===== src/rtl/alloc_pkg.sv =====
package alloc_pkg;

  typedef enum logic [1:0] {
    UOP_PLAIN = 2'b00,
    UOP_LOAD  = 2'b01,
    UOP_STORE = 2'b10,
    UOP_RSVD  = 2'b11
  } uop_kind_e;

  // One more entry fits for a thread holding `own` while the other holds `other`.
  function automatic logic has_room(input int unsigned own,
                                    input int unsigned other,
                                    input int unsigned cap,
                                    input int unsigned total,
                                    input logic        single);
    if (single) return (own + other) < total;
    return own < cap;
  endfunction

endpackage


===== src/rtl/occ_counter.sv =====
module occ_counter #(
  parameter int unsigned N = 24,
  localparam int unsigned W = $clog2(N + 1)
) (
  input  logic         clk,
  input  logic         rst_n,
  input  logic         inc,
  input  logic         dec,
  output logic [W-1:0] cnt
);

  logic dec_eff;
  assign dec_eff = dec && (cnt != '0);

  always_ff @(posedge clk or negedge rst_n) begin
    if (!rst_n) cnt <= '0;
    else        cnt <= cnt + W'(inc) - W'(dec_eff);
  end

endmodule


===== src/rtl/thread_pick.sv =====
module thread_pick (
  input  logic       clk,
  input  logic       rst_n,
  input  logic [1:0] fit,
  output logic [1:0] grant
);

  logic favour;  // thread that wins when both fit

  always_comb begin
    if (&fit) grant = favour ? 2'b10 : 2'b01;
    else      grant = fit;
  end

  always_ff @(posedge clk or negedge rst_n) begin
    if (!rst_n)        favour <= 1'b0;
    else if (grant[0]) favour <= 1'b1;
    else if (grant[1]) favour <= 1'b0;
  end

endmodule


===== src/rtl/dual_thread_alloc.sv =====
module dual_thread_alloc #(
  parameter int unsigned ROB_N = 126,
  parameter int unsigned LDB_N = 48,
  parameter int unsigned STB_N = 24
) (
  input  logic                                 clk,
  input  logic                                 rst_n,
  input  logic                                 single_mode,
  input  logic [1:0]                           uop_valid,
  input  logic [1:0][1:0]                      uop_kind,
  input  logic [1:0]                           rel_rob,
  input  logic [1:0]                           rel_ld,
  input  logic [1:0]                           rel_st,
  output logic [1:0]                           grant,
  output logic [1:0]                           stall,
  output logic [1:0][$clog2(ROB_N+1)-1:0]      rob_occ,
  output logic [1:0][$clog2(LDB_N+1)-1:0]      ld_occ,
  output logic [1:0][$clog2(STB_N+1)-1:0]      st_occ
);
  import alloc_pkg::*;

  localparam int unsigned ROB_CAP = ROB_N / 2;
  localparam int unsigned LDB_CAP = LDB_N / 2;
  localparam int unsigned STB_CAP = STB_N / 2;

  // Named internal events for the checker
  logic [1:0] need_ld, need_st;
  logic [1:0] rob_ok, ld_ok, st_ok;
  logic [1:0] fit;

  for (genvar t = 0; t < 2; t++) begin : g_thr
    localparam int O = 1 - t;

    assign need_ld[t] = (uop_kind_e'(uop_kind[t]) == UOP_LOAD);
    assign need_st[t] = (uop_kind_e'(uop_kind[t]) == UOP_STORE);

    assign rob_ok[t] = has_room(32'(rob_occ[t]), 32'(rob_occ[O]), ROB_CAP, ROB_N, single_mode);
    assign ld_ok[t]  = has_room(32'(ld_occ[t]),  32'(ld_occ[O]),  LDB_CAP, LDB_N, single_mode);
    assign st_ok[t]  = has_room(32'(st_occ[t]),  32'(st_occ[O]),  STB_CAP, STB_N, single_mode);

    // All-or-nothing: every needed entry must fit
    assign fit[t]   = uop_valid[t] && rob_ok[t]
                      && (!need_ld[t] || ld_ok[t])
                      && (!need_st[t] || st_ok[t]);
    assign stall[t] = uop_valid[t] && !fit[t];

    occ_counter #(.N(ROB_N)) u_rob (
      .clk(clk), .rst_n(rst_n),
      .inc(grant[t]), .dec(rel_rob[t]), .cnt(rob_occ[t]));

    occ_counter #(.N(LDB_N)) u_ld (
      .clk(clk), .rst_n(rst_n),
      .inc(grant[t] && need_ld[t]), .dec(rel_ld[t]), .cnt(ld_occ[t]));

    occ_counter #(.N(STB_N)) u_st (
      .clk(clk), .rst_n(rst_n),
      .inc(grant[t] && need_st[t]), .dec(rel_st[t]), .cnt(st_occ[t]));
  end

  thread_pick u_pick (
    .clk(clk), .rst_n(rst_n), .fit(fit), .grant(grant));

endmodule


===== config.mk =====
export PLATFORM = sky130hd
export DESIGN_NAME = dual_thread_alloc
export DESIGN_NICKNAME = d
export VERILOG_FILES = /design/src/rtl/alloc_pkg.sv /design/src/rtl/occ_counter.sv /design/src/rtl/thread_pick.sv /design/src/rtl/dual_thread_alloc.sv
export SDC_FILE = /design/constraint.sdc
export NUM_CORES = 1
export LEC_CHECK = 0
export CORE_MARGIN = 2
export CORE_UTILIZATION = 34
export DETAILED_ROUTE_END_ITERATION = 10
export PLACE_DENSITY = 0.6
export SLEW_MARGIN = 20
export SYNTH_ARGS = -nofsm -noshare
export SYNTH_HDL_FRONTEND = slang
export SYNTH_SLANG_ARGS = --single-unit

===== constraint.sdc =====
create_clock -name clk -period 5.8 [get_ports clk]
set_clock_uncertainty 0.2 [all_clocks]
set_input_delay 1.16 -clock clk [delete_from_list [all_inputs] [get_ports clk]]
set_output_delay 1.16 -clock clk [all_outputs]
set_load 0.05 [all_outputs]

==> results.md <==
* Post-layout net count at 487
* Final Critical Period at 5.30 ns
* Worst-path maximum fanout at 7
* Measured slew at the worst slew-check pin at 0.895 ns
* Port Buffers at 54
* Seq/Total Area, Yosys at 28.5%
* Final worst-path cycle share at 91.5%
* CP required at 4.44 ns
* Avg Inst Size Synth at 9.70 µm²
* WL/cell at 13.4 µm
* Iter 0 DRT Violations at 41
* First-pass GRT wire length at 12,100 µm
* CTS tree: yes
* Postcts setup bufs at 0
* CTS root buf: clkbuf_8
* Final setup fails at 0
* Crit start category: input pin
* Net count after synthesis at 428
* TritonRoute pass-1 iters at 4
* # fillers at 917
* Detailed Place HPWL at 5620 µm
* Mapped cell area at 3250 µm²
* Post-route insts no fill at 524
* Crit. End Element: output port
* Max-cap check violation count at 0
* Worst r2r src: g_thr[0].u_rob.cnt[1]
* Hold path startpoint: u_pick.favour
* CTS sink cnt at 37
* CTS max path bufs at 2
* DP Worst Slack at 0.488 ns
* Post-DR vias/cell at 4.79
* Clock-pin slew on the worst setup and hold paths at 0.08 ns
* CTS Buf Count at 5
* Post-synth EDFFs at 0
* Top_reg_cell synth: dfrtp_1
* RD Place Congestion at 0.825
* Die Y at 102 µm
* Core area at 9240 µm²
* Largest net degree at the start of global routing at 38
* Setup WS post-layout at 0.495 ns
* Vias at 2,511
* FF+latch area at 926 µm²
* Number of global-route vias before repair at 2,587
* Initial Util at 35.2%
* Post-Synthesis Cells at 335
* Distinct cells, synth at 49
* Clk Latency, worst-skew pair at 0.30 ns
* Die Span X at 102 µm
* Unrepaired setup endpoints after global routing: false
* # DRC at 0
* Reg2reg end: g_thr[0].u_st.cnt[4]
* Global route overflow at 0
* CTS resizes at 0
* Most frequent cells in the layout: 71 x ha_1, 64 x inv_1, 51 x clkdlybuf4s50_1
* ANT cells at 0
* Multi-input logic area at 2060 µm²
* Post-route setup TNS at 0 ns
* Critical path class: input pin to output port
* Hold Path Class: flop to flop
* Num rows at 35
* FF-to-FF path depth at 15
* P&R area growth vs syn at 23.2%
* Ys Warns at 0
* Synth Register Bits at 37
* Pins over their slew limit at 0
* Most common cell after layout, fill and taps aside: ha_1
* Reg2reg setup slack at 1.35 ns
* DRT antenna net count at 0
* Overall Global Routing Usage at 15.0%
* Final Hold Viols at 0
* Initial antenna violation count at 0
* Highest clock rate at 189 MHz
* # placed instances at 516
* CTS Hold Bufs at 0
* Layout cells sized above 1 at 4.30%
* Final WL at 7020 µm
* Hold endpoint: u_pick.favour
* Async S/R FF share, synth at 100%
* WHS Path Cells at 1
* Max transition margin at 40.4%
* Status: completed
* Die area at 10,400 µm²
* CP arrival at 3.94 ns
* H-tree depth at 2
* # IOs at 55
==> through the flow <==
step                      utilization [%]  hold slack (ns)  area, µm²
after floorplan                         -            0.312       3250
after global placement               42.5            0.347       3920
after detailed placement             42.5            0.354       3920
after CTS                            43.4            0.370       4010
after global routing                 43.4            0.404       4010
final                                43.4            0.373       4010
==> per-layer routing <==
layer	vias to the layer above	GRT usage (%)	part of all wire [%]
met4	0	3.43	0.98
met3	8	3.52	4.7
met5	-	0	0
li1	1262	-	-
met1	1194	18.9	47
met2	47	26.1	47
==> worst max path at each step <==
stage | start | end | cells past startpoint
finish | single_mode | grant[1] | 8
global route | single_mode | grant[1] | 8
CTS | single_mode | grant[1] | 8
detailed placement | single_mode | grant[1] | 8
global placement | single_mode | grant[1] | 8
floorplan | g_thr[1].u_st.cnt[1] | stall[1] | 7
==> Yosys cell counts (5+ instances only) <==
library cell / number / share of area (%)
a31oi_1: 5 / 0.96
xnor2_1: 10 / 2.7
nor2_1: 19 / 2.2
a21oi_1: 22 / 3.4
nor3_1: 6 / 0.92
nand2_1: 6 / 0.69
inv_1: 64 / 7.4
xor2_1: 17 / 4.6
dfrtp_1: 37 / 28
o21ai_0: 5 / 0.77
a21o_1: 6 / 1.4
ha_1: 71 / 27
fa_1: 7 / 4.3
==> registers in the layout (all words and copies together), names as in the netlist <==
register	cells
g_thr.u_ld.cnt	12
g_thr.u_rob.cnt	14
g_thr.u_st.cnt	10
u_pick.favour	1
==> final cells by class <==
type	instances	share of cell area, %
repair buffers	55	13.4
flip-flops and latches	37	23.1
well taps	129	4.03
clock buffers	6	1.81
multi-input cells	231	51.4
clock inverters	2	0.250
inverters	64	6.00
==> kinds of logic (layout without fill, tap and decap cells) <==
| group | Yosys count | in the layout | synth area share [%] |
|---|---|---|---|
| AO/OA/AOI/OAI | 68 | 68 | 14.0 |
| XOR/XNOR | 27 | 27 | 7.27 |
| adder cells (fa/ha/maj) | 78 | 78 | 31.6 |
| buffers and inverters | 67 | 127 | 8.20 |
| flip-flops | 37 | 37 | 28.5 |
| multiplexers | 2 | 2 | 0.770 |
| AND/OR/NAND/NOR | 56 | 56 | 9.66 |
==> critical path, stage by stage <==
cell             delay [ns]
clkdlybuf4s50_1        0.56
buf_4                  0.19
nand2b_1               0.09
a2111o_1               0.42
a31oi_1                0.21
and3b_1                0.29
o21a_1                 0.21
clkdlybuf4s50_1        0.81
Power is left out: the tool's default activity adds up to more than one toggle a clock period on the data nets, which glitch-free logic cannot reach.
